## config.mk

```make
export PLATFORM = sky130hd
export DESIGN_NAME = nand_mpe_erase_seq
export DESIGN_NICKNAME = d
export VERILOG_FILES = /design/src/rtl/nand_mpe_pkg.sv /design/src/rtl/nand_mpe_plane_chk.sv /design/src/rtl/nand_mpe_step_rom.sv /design/src/rtl/nand_mpe_bus_phy.sv /design/src/rtl/nand_mpe_busy_wait.sv /design/src/rtl/nand_mpe_erase_seq.sv
export SDC_FILE = /design/constraint.sdc
export NUM_CORES = 1
export LEC_CHECK = 0
export ABC_AREA = 1
export BUFFER_PORTS_ARGS = -buffer_cell sky130_fd_sc_hd__buf_2
export CORE_ASPECT_RATIO = 1.75
export CORE_MARGIN = 3
export CORE_UTILIZATION = 57
export DETAILED_ROUTE_END_ITERATION = 16
export PLACE_DENSITY = 0.8
export SYNTH_ARGS = -nofsm -noshare
export SYNTH_HDL_FRONTEND = slang
export SYNTH_SLANG_ARGS = --single-unit
```

## constraint.sdc

```tcl
create_clock -name clk -period 2.6 [get_ports clk]
set_input_delay 0.13 -clock clk [delete_from_list [all_inputs] [get_ports clk]]
set_output_delay 0.13 -clock clk [all_outputs]
set_load 0.02 [all_outputs]
```

## src/rtl/nand_mpe_pkg.sv

```systemverilog
package nand_mpe_pkg;

  localparam int ROW_BYTES = 3;
  localparam int ROW_W     = 8 * ROW_BYTES;
  localparam int STEP_W    = 5;

  localparam logic [7:0] CMD_SETUP    = 8'h60;
  localparam logic [7:0] CMD_INTERIM  = 8'hD1;
  localparam logic [7:0] CMD_CONFIRM  = 8'hD0;
  localparam logic [7:0] CMD_STATUS   = 8'h70;
  localparam logic [7:0] CMD_PL_STAT  = 8'h78;

  localparam logic [STEP_W-1:0] STEP_PLANE_QUERY = 5'd14;
  localparam logic [STEP_W-1:0] STEP_FINISH      = 5'd24;

  typedef enum logic [2:0] {
    OP_CMD, OP_ADDR, OP_BUSY, OP_RD_ST, OP_RD_P0, OP_RD_P1, OP_SKIP, OP_END
  } op_kind_e;

  typedef struct packed {
    op_kind_e   kind;
    logic [7:0] data;
  } op_t;

  typedef enum logic [1:0] {SQ_IDLE, SQ_LAUNCH, SQ_HOLD} sq_state_e;
  typedef enum logic [1:0] {PH_IDLE, PH_LOW, PH_HIGH} ph_state_e;
  typedef enum logic [1:0] {BW_IDLE, BW_SETTLE, BW_POLL} bw_state_e;

endpackage

```

## src/rtl/nand_mpe_plane_chk.sv

```systemverilog
module nand_mpe_plane_chk
  import nand_mpe_pkg::*;
#(
  parameter int ADDR_W        = 36,
  parameter int COL_BITS_X8   = 12,
  parameter int COL_BITS_X16  = 11,
  parameter int PLANE_BIT_X8  = 18,
  parameter int PLANE_BIT_X16 = 17
) (
  input  logic [ADDR_W-1:0] blk_addr_a,
  input  logic [ADDR_W-1:0] blk_addr_b,
  input  logic              wide_bus,
  output logic              plane_ok,
  output logic [ROW_W-1:0]  row_a,
  output logic [ROW_W-1:0]  row_b
);

  logic pa, pb;
  logic unused_addr_bits;

  always_comb begin
    if (wide_bus) begin
      pa    = blk_addr_a[PLANE_BIT_X16];
      pb    = blk_addr_b[PLANE_BIT_X16];
      row_a = blk_addr_a[COL_BITS_X16 +: ROW_W];
      row_b = blk_addr_b[COL_BITS_X16 +: ROW_W];
    end else begin
      pa    = blk_addr_a[PLANE_BIT_X8];
      pb    = blk_addr_b[PLANE_BIT_X8];
      row_a = blk_addr_a[COL_BITS_X8 +: ROW_W];
      row_b = blk_addr_b[COL_BITS_X8 +: ROW_W];
    end
  end

  // first block must sit in plane 0, second in plane 1
  assign plane_ok = !pa && pb;

  // column bits carry no meaning for an erase
  assign unused_addr_bits = ^{blk_addr_a, blk_addr_b};

endmodule

```

## src/rtl/nand_mpe_step_rom.sv

```systemverilog
module nand_mpe_step_rom
  import nand_mpe_pkg::*;
(
  input  logic [STEP_W-1:0] step,
  input  logic              onfi,
  input  logic [ROW_W-1:0]  row_a,
  input  logic [ROW_W-1:0]  row_b,
  output op_t               op
);

  function automatic logic [7:0] row_byte(input logic [ROW_W-1:0] r, input int idx);
    return r[8*idx +: 8];
  endfunction

  always_comb begin
    op = '{kind: OP_END, data: 8'h00};
    case (step)
      5'd0:  op = '{kind: OP_CMD,  data: CMD_SETUP};
      5'd1:  op = '{kind: OP_ADDR, data: row_byte(row_a, 0)};
      5'd2:  op = '{kind: OP_ADDR, data: row_byte(row_a, 1)};
      5'd3:  op = '{kind: OP_ADDR, data: row_byte(row_a, 2)};
      5'd4:  op = onfi ? '{kind: OP_CMD, data: CMD_INTERIM}
                       : '{kind: OP_SKIP, data: 8'h00};
      5'd5:  op = '{kind: OP_BUSY, data: 8'h00};
      5'd6:  op = '{kind: OP_CMD,  data: CMD_SETUP};
      5'd7:  op = '{kind: OP_ADDR, data: row_byte(row_b, 0)};
      5'd8:  op = '{kind: OP_ADDR, data: row_byte(row_b, 1)};
      5'd9:  op = '{kind: OP_ADDR, data: row_byte(row_b, 2)};
      5'd10: op = '{kind: OP_CMD,  data: CMD_CONFIRM};
      5'd11: op = '{kind: OP_BUSY, data: 8'h00};
      5'd12: op = '{kind: OP_CMD,  data: CMD_STATUS};
      5'd13: op = '{kind: OP_RD_ST, data: 8'h00};
      5'd14: op = '{kind: OP_CMD,  data: CMD_PL_STAT};
      5'd15: op = '{kind: OP_ADDR, data: row_byte(row_a, 0)};
      5'd16: op = '{kind: OP_ADDR, data: row_byte(row_a, 1)};
      5'd17: op = '{kind: OP_ADDR, data: row_byte(row_a, 2)};
      5'd18: op = '{kind: OP_RD_P0, data: 8'h00};
      5'd19: op = '{kind: OP_CMD,  data: CMD_PL_STAT};
      5'd20: op = '{kind: OP_ADDR, data: row_byte(row_b, 0)};
      5'd21: op = '{kind: OP_ADDR, data: row_byte(row_b, 1)};
      5'd22: op = '{kind: OP_ADDR, data: row_byte(row_b, 2)};
      5'd23: op = '{kind: OP_RD_P1, data: 8'h00};
      default: op = '{kind: OP_END, data: 8'h00};
    endcase
  end

endmodule

```

## src/rtl/nand_mpe_bus_phy.sv

```systemverilog
module nand_mpe_bus_phy
  import nand_mpe_pkg::*;
#(
  parameter int HALF_CYC = 3,
  parameter int FAIL_BIT = 0
) (
  input  logic       clk,
  input  logic       rst_n,
  input  logic       go,
  input  logic       is_read,
  input  logic       is_cmd,
  input  logic [7:0] wdata,
  input  logic [7:0] io_in,
  output logic       cle,
  output logic       ale,
  output logic       we_n,
  output logic       re_n,
  output logic [7:0] io_out,
  output logic       io_oe,
  output logic       done,
  output logic       rd_flag
);

  localparam int CW = (HALF_CYC > 1) ? $clog2(HALF_CYC) : 1;
  localparam logic [CW-1:0] LAST = CW'(HALF_CYC - 1);

  ph_state_e    st;
  logic [CW-1:0] cnt;
  logic          rd_q;
  logic          unused_io_bits;

  assign unused_io_bits = ^io_in;

  always_ff @(posedge clk or negedge rst_n) begin
    if (!rst_n) begin
      st      <= PH_IDLE;
      cnt     <= '0;
      rd_q    <= 1'b0;
      cle     <= 1'b0;
      ale     <= 1'b0;
      we_n    <= 1'b1;
      re_n    <= 1'b1;
      io_out  <= 8'h00;
      io_oe   <= 1'b0;
      done    <= 1'b0;
      rd_flag <= 1'b0;
    end else begin
      done <= 1'b0;
      case (st)
        PH_IDLE: if (go) begin
          st   <= PH_LOW;
          cnt  <= '0;
          rd_q <= is_read;
          if (is_read) begin
            re_n <= 1'b0;
          end else begin
            we_n   <= 1'b0;
            cle    <= is_cmd;
            ale    <= !is_cmd;
            io_out <= wdata;
            io_oe  <= 1'b1;
          end
        end
        PH_LOW: begin
          if (cnt == LAST) begin
            st   <= PH_HIGH;
            cnt  <= '0;
            we_n <= 1'b1;
            re_n <= 1'b1;
            if (rd_q) rd_flag <= io_in[FAIL_BIT];
          end else begin
            cnt <= cnt + 1'b1;
          end
        end
        PH_HIGH: begin
          if (cnt == LAST) begin
            st    <= PH_IDLE;
            done  <= 1'b1;
            cle   <= 1'b0;
            ale   <= 1'b0;
            io_oe <= 1'b0;
          end else begin
            cnt <= cnt + 1'b1;
          end
        end
        default: st <= PH_IDLE;
      endcase
    end
  end

endmodule

```

## src/rtl/nand_mpe_busy_wait.sv

```systemverilog
module nand_mpe_busy_wait
  import nand_mpe_pkg::*;
#(
  parameter int WB_CYC = 4,
  parameter int TMO_W  = 20
) (
  input  logic             clk,
  input  logic             rst_n,
  input  logic             go,
  input  logic             rb_async,
  input  logic [TMO_W-1:0] limit,
  output logic             done,
  output logic             expired
);

  localparam logic [TMO_W-1:0] SETTLE_LAST = TMO_W'(WB_CYC - 1);

  bw_state_e        st;
  logic [TMO_W-1:0] cnt;
  logic             rb_m, rb_s;

  always_ff @(posedge clk or negedge rst_n) begin
    if (!rst_n) begin
      rb_m <= 1'b1;
      rb_s <= 1'b1;
    end else begin
      rb_m <= rb_async;
      rb_s <= rb_m;
    end
  end

  always_ff @(posedge clk or negedge rst_n) begin
    if (!rst_n) begin
      st      <= BW_IDLE;
      cnt     <= '0;
      done    <= 1'b0;
      expired <= 1'b0;
    end else begin
      done    <= 1'b0;
      expired <= 1'b0;
      case (st)
        BW_IDLE: if (go) begin
          st  <= BW_SETTLE;
          cnt <= '0;
        end
        BW_SETTLE: begin
          if (cnt >= SETTLE_LAST) begin
            st  <= BW_POLL;
            cnt <= '0;
          end else begin
            cnt <= cnt + 1'b1;
          end
        end
        BW_POLL: begin
          if (rb_s) begin
            st   <= BW_IDLE;
            done <= 1'b1;
          end else if (cnt >= limit) begin
            st      <= BW_IDLE;
            expired <= 1'b1;
          end else begin
            cnt <= cnt + 1'b1;
          end
        end
        default: st <= BW_IDLE;
      endcase
    end
  end

endmodule

```

## src/rtl/nand_mpe_erase_seq.sv

```systemverilog
module nand_mpe_erase_seq
  import nand_mpe_pkg::*;
#(
  parameter int ADDR_W        = 36,
  parameter int COL_BITS_X8   = 12,
  parameter int COL_BITS_X16  = 11,
  parameter int PLANE_BIT_X8  = 18,
  parameter int PLANE_BIT_X16 = 17,
  parameter int HALF_CYC      = 3,
  parameter int WB_CYC        = 4,
  parameter int TMO_W         = 20
) (
  input  logic              clk,
  input  logic              rst_n,
  input  logic              start,
  input  logic [ADDR_W-1:0] blk_addr_a,
  input  logic [ADDR_W-1:0] blk_addr_b,
  input  logic              wide_bus,
  input  logic              onfi_mode,
  input  logic [TMO_W-1:0]  busy_limit,
  output logic              nf_cle,
  output logic              nf_ale,
  output logic              nf_we_n,
  output logic              nf_re_n,
  output logic [7:0]        nf_io_out,
  output logic              nf_io_oe,
  input  logic [7:0]        nf_io_in,
  input  logic              nf_rb,
  output logic              active,
  output logic              done,
  output logic              fail,
  output logic              plane0_fail,
  output logic              plane1_fail,
  output logic              timed_out,
  output logic              addr_err
);

  sq_state_e         state;
  logic [STEP_W-1:0] step;
  logic [ROW_W-1:0]  row_a, row_b, row_a_q, row_b_q;
  logic              plane_ok, onfi_q;
  logic              phy_go, phy_done, phy_flag;
  logic              bw_go, bw_done, bw_exp;
  logic [TMO_W-1:0]  limit_q;
  op_t               op;
  logic              op_is_read;

  nand_mpe_plane_chk #(
    .ADDR_W(ADDR_W), .COL_BITS_X8(COL_BITS_X8), .COL_BITS_X16(COL_BITS_X16),
    .PLANE_BIT_X8(PLANE_BIT_X8), .PLANE_BIT_X16(PLANE_BIT_X16)
  ) u_plane (
    .blk_addr_a(blk_addr_a), .blk_addr_b(blk_addr_b), .wide_bus(wide_bus),
    .plane_ok(plane_ok), .row_a(row_a), .row_b(row_b)
  );

  nand_mpe_step_rom u_rom (
    .step(step), .onfi(onfi_q), .row_a(row_a_q), .row_b(row_b_q), .op(op)
  );

  assign op_is_read = (op.kind == OP_RD_ST) || (op.kind == OP_RD_P0) ||
                      (op.kind == OP_RD_P1);

  nand_mpe_bus_phy #(.HALF_CYC(HALF_CYC), .FAIL_BIT(0)) u_phy (
    .clk(clk), .rst_n(rst_n), .go(phy_go), .is_read(op_is_read),
    .is_cmd(op.kind == OP_CMD), .wdata(op.data), .io_in(nf_io_in),
    .cle(nf_cle), .ale(nf_ale), .we_n(nf_we_n), .re_n(nf_re_n),
    .io_out(nf_io_out), .io_oe(nf_io_oe), .done(phy_done), .rd_flag(phy_flag)
  );

  nand_mpe_busy_wait #(.WB_CYC(WB_CYC), .TMO_W(TMO_W)) u_wait (
    .clk(clk), .rst_n(rst_n), .go(bw_go), .rb_async(nf_rb),
    .limit(limit_q), .done(bw_done), .expired(bw_exp)
  );

  assign active = (state != SQ_IDLE);

  always_ff @(posedge clk or negedge rst_n) begin
    if (!rst_n) begin
      state       <= SQ_IDLE;
      step        <= '0;
      row_a_q     <= '0;
      row_b_q     <= '0;
      onfi_q      <= 1'b0;
      limit_q     <= '0;
      phy_go      <= 1'b0;
      bw_go       <= 1'b0;
      done        <= 1'b0;
      fail        <= 1'b0;
      plane0_fail <= 1'b0;
      plane1_fail <= 1'b0;
      timed_out   <= 1'b0;
      addr_err    <= 1'b0;
    end else begin
      phy_go <= 1'b0;
      bw_go  <= 1'b0;
      case (state)
        SQ_IDLE: if (start) begin
          fail        <= 1'b0;
          plane0_fail <= 1'b0;
          plane1_fail <= 1'b0;
          timed_out   <= 1'b0;
          if (!plane_ok) begin
            done     <= 1'b1;
            addr_err <= 1'b1;
          end else begin
            done     <= 1'b0;
            addr_err <= 1'b0;
            row_a_q  <= row_a;
            row_b_q  <= row_b;
            onfi_q   <= onfi_mode;
            limit_q  <= busy_limit;
            step     <= '0;
            state    <= SQ_LAUNCH;
          end
        end
        SQ_LAUNCH: begin
          case (op.kind)
            OP_SKIP: step <= step + 1'b1;
            OP_END: begin
              state <= SQ_IDLE;
              done  <= 1'b1;
            end
            OP_BUSY: begin
              bw_go <= 1'b1;
              state <= SQ_HOLD;
            end
            default: begin
              phy_go <= 1'b1;
              state  <= SQ_HOLD;
            end
          endcase
        end
        SQ_HOLD: begin
          if (bw_exp) begin
            timed_out <= 1'b1;
            done      <= 1'b1;
            state     <= SQ_IDLE;
          end else if (bw_done || phy_done) begin
            state <= SQ_LAUNCH;
            step  <= step + 1'b1;
            case (op.kind)
              OP_RD_ST: begin
                fail <= phy_flag;
                step <= phy_flag ? STEP_PLANE_QUERY : STEP_FINISH;
              end
              OP_RD_P0: plane0_fail <= phy_flag;
              OP_RD_P1: plane1_fail <= phy_flag;
              default: ;
            endcase
          end
        end
        default: state <= SQ_IDLE;
      endcase
    end
  end

endmodule

```

==> flow_metrics.py <==
metrics = {
    "routing": {
        "first_iter_violations": 449,
        "wl_um": 21170,
        "num_vias": 7499,
        "wl_per_cell_um": 15.65,
        "drt-vias-per-instance": 5.542,
        "drc": 0,
        "ant_nets": 0,
        "drt_pass1_iterations": 6,
    },
    "synth": {
        "yosysWarnings": 0,
        "syn_area_um2": 7780,
        "ys_ff_latch": 130,
        "synth_edf_count": 0,
        "synth_top_family_by_area": "simple AND/OR/NAND/NOR gates",
        "synthTopCellsByCount": "268 x nand2_1, 141 x inv_1, 126 x dfrtp_1",
        "synth_area_leader_cell": "dfrtp_1",
        "async_flop_share_pct": 100.0,
        "synth_compound_area_share_pct": 15.29,
        "ys.flop_type": "dfrtp_1",
        "synth.distinct_cells": 49,
        "syn_area_per_cell_um2": 7.561,
        "synth-xor-area-share_pct": 1.689,
        "synthSimpleGateAreaFrac_pct": 25.23,
        "synth_cells": 1029,
        "synth_fp_nets": 1178,
        "seq_area_frac_synth_pct": 41.88,
        "yosys-top-cells-area": "dfrtp_1 41%, nand2_1 13%, o21ai_0 7.8%",
        "synth_top_area_share_pct": 40.53,
        "muxShareOfSynthArea_pct": 0.1447,
        "yosysMostFrequentCell": "nand2_1",
        "synth-adder-area-share_pct": 6.915,
    },
    "grt": {
        "grt_max_degree": 77,
        "grt_pass1_wl_um": 34550,
        "gr-total-overflow": 0,
        "antenna_found_initial": 0,
        "grt_pass1_vias": 7355,
        "grt_use_total_pct": 29.17,
    },
    "critical_path": {
        "cp_data_arrival_time_ns": 2.73,
        "crit_required_ns": 2.95,
        "reg2reg_depth": 15,
        "crit_path_start_kind": "flip-flop",
        "cpMaxStageDelayCell": "dfrtp_1",
        "critPathMaxFanout": 12,
        "crit_path_end_kind": "flip-flop",
        "crit_path_cell_trace": "inv_1, ha_1, inv_1, nor2_2, nand2_1, nand2_2, nor2_1, nand3_2, nand3_2, nand2_1, inv_2, nand3_4, nor2_4, nand2_1, nand2_1",
        "crit_type": "reg -> reg",
        "path_common_cell": "nand2_1",
        "cpPeakStageDelay_ns": 0.43,
    },
    "floorplan": {
        "die_x_um": 94.32,
        "start_util_pct": 59.19,
        "die_area_um2": 15140,
        "die_y_um": 160.6,
        "rows": 55,
        "core-area_um2": 13140,
        "io_pins": 126,
    },
    "clocking": {
        "cts-buffers-inserted": 17,
        "clock_latency_ns": 0.42,
        "root_buffer": "clkbuf_16",
        "clock-sinks": 130,
        "cts_tree": "done",
        "h-tree-depth": 4,
        "clock_path_buffers": 2,
        "clk_pin_slew_ns": 0.06,
        "postCtsSetupBuffers": 0,
    },
    "timing": {
        "rsz0062_at_grt": "no",
        "setup_tns_ns": 0,
        "setup_viol": 0,
        "relSlewSlack_pct": 60.78,
        "period_share_pct": 91.60,
        "hold_viol": 0,
        "fmax_ghz": 0.4199,
        "skew_ns": 0.006343,
        "finalCriticalPeriod_ns": 2.382,
        "slew_violations": 0,
        "worst_pin_slew_ns": 0.5883,
    },
    "run": {
        "maxCapViolations": 0,
    },
    "power_and_ir_drop": {
        "comb_power_share_pct": 38.6,
        "intPower_mw": 5.394,
        "p_switching_mw": 3.646,
        "p_sw_share_pct": 40.33,
        "power_leakage_nw": 4.748,
        "p_per_area_nw_per_um2": 949.6,
        "ir_drop_mv": 0.6928,
        "clock_power_share_pct": 26.2,
        "power_frac_seq_pct": 35.2,
    },
    "layout": {
        "layout-drive-gt1-share_pct": 16.33,
        "final-seq-area_um2": 3258,
        "final_nets": 1318,
        "n_fill_cell": 1058,
        "multi_input_area_um2": 3852,
        "syn2layout_area_growth_pct": 22.35,
        "final_util_pct": 72.42,
        "diodes": 0,
    },
    "placed_design": {
        "gp_congestion": 0.9777,
        "port_buffers": 96,
        "dp_hpwl_um": 15130,
    },
    "worst_hold_path": {
        "holdPathStages": 3,
        "hold_class": "in -> reg",
    },
    "status": {
        "status": "completed",
    },
}
## metrics by stage
step / area, µm² / setup slack, ns / cells / hold slack, ns / power (mW)
2_1_floorplan: 7780 / 0.5013 / 1029 / -0.1656 / 5.520
3_3_place_gp: 8529 / 0.2321 / 1282 / 0.1308 / 6.440
3_5_place_dp: 8529 / 0.1805 / 1282 / 0.1343 / 6.544
4_1_cts: 9505 / 0.1669 / 1352 / 0.002057 / 9.025
5_1_grt: 9519 / 0.01343 / 1353 / 0.02310 / 9.732
6_report: 9519 / 0.2185 / 1353 / 0.01272 / 9.040
## kinds of logic (layout without fill, tap and decap cells)
logic type                 count (synthesis)  count (layout)
and+or+nand+nor                          449             450
AOI/OAI and AO/OA                        212             212
buffers and inverters                    179             331
DFF                                      130             130
adders and majority gates                 43              43
xor gates and xnor gates                  15              15
muxes                                      1               1
## power by group through the flow
stage / clock [mW] / combinational (mW) / sequential (mW)
2_1_floorplan: 0 / 2.26 / 3.26
3_3_place_gp: 0 / 3.27 / 3.17
3_5_place_dp: 0 / 3.35 / 3.19
4_1_cts: 2.40 / 3.45 / 3.17
5_1_grt: 2.49 / 3.98 / 3.25
6_report: 2.37 / 3.49 / 3.18
## cells in the final DEF, fill, tap and decap left out, types with 18 or more instances in the layout
cell / instances
nand2_1: 268
inv_1: 141
dfrtp_1: 126
o21ai_0: 122
buf_2: 95
nor2_1: 63
ha_1: 43
dlygate4sd3_1: 38
nand3_1: 37
a21oi_1: 23
o211ai_1: 22
nor3_1: 18
## cell type report
cell class | count | share of cell area, %
multi-input cells | 721 | 40.47
flip-flops and latches | 130 | 34.23
repair buffers | 154 | 11.08
inverters | 145 | 5.718
clock buffers | 18 | 4.614
well taps | 171 | 2.248
clock inverters | 14 | 1.643
## repair_timing
action,CTS,global route
endpoints found under the hold margin,91,0
setup endpoints to repair,0,10
hold buffers,38,0
gates resized for setup,0,2
## flip-flops by register name, summed over array words and instances (netlist names), 2 cells and up
register and flops:
step 5, u_wait.st 2, u_phy.io_out 8, row_a_q 24, u_phy.st 2, u_wait.cnt 20
u_phy.cnt 2, row_b_q 24, limit_q 20, state 2
## metal layers
metal  vias up  global-route usage [%]  wire [µm]
met5         -                       0          0
met4         0                   17.09       1319
met3        85                   4.733       1000
met2       283                   52.46      11330
met1      3487                   31.32       7524
li1       3644                       -          -
## critical path, delay by kind of cell, from the launching register on
kind,cells,cell delay [ns]
adders and majority gates,1,0.22
DFF,1,0.43
buffers and inverters,3,0.28
and+or+nand+nor,11,1.38
## final timing paths
check | slack [ns] | from | endpoint
max in group asynchronous | 1.51 | rst_n | u_phy.re_n$_DFFE_PN1P_
min in group asynchronous | 0.24 | rst_n | row_a_q[3]$_DFFE_PN0P_
max reg2reg | 0.22 | step[0]$_DFFE_PN0P_ | u_phy.io_oe$_DFFE_PN0P_
min | 0.01 | start | timed_out$_DFFE_PN0P_
min reg2reg | 0.35 | u_wait.rb_m$_DFF_PN1_ | u_wait.rb_s$_DFF_PN1_
max | 0.22 | step[0]$_DFFE_PN0P_ | u_phy.io_oe$_DFFE_PN0P_
Power figures use the tool's default switching activity.
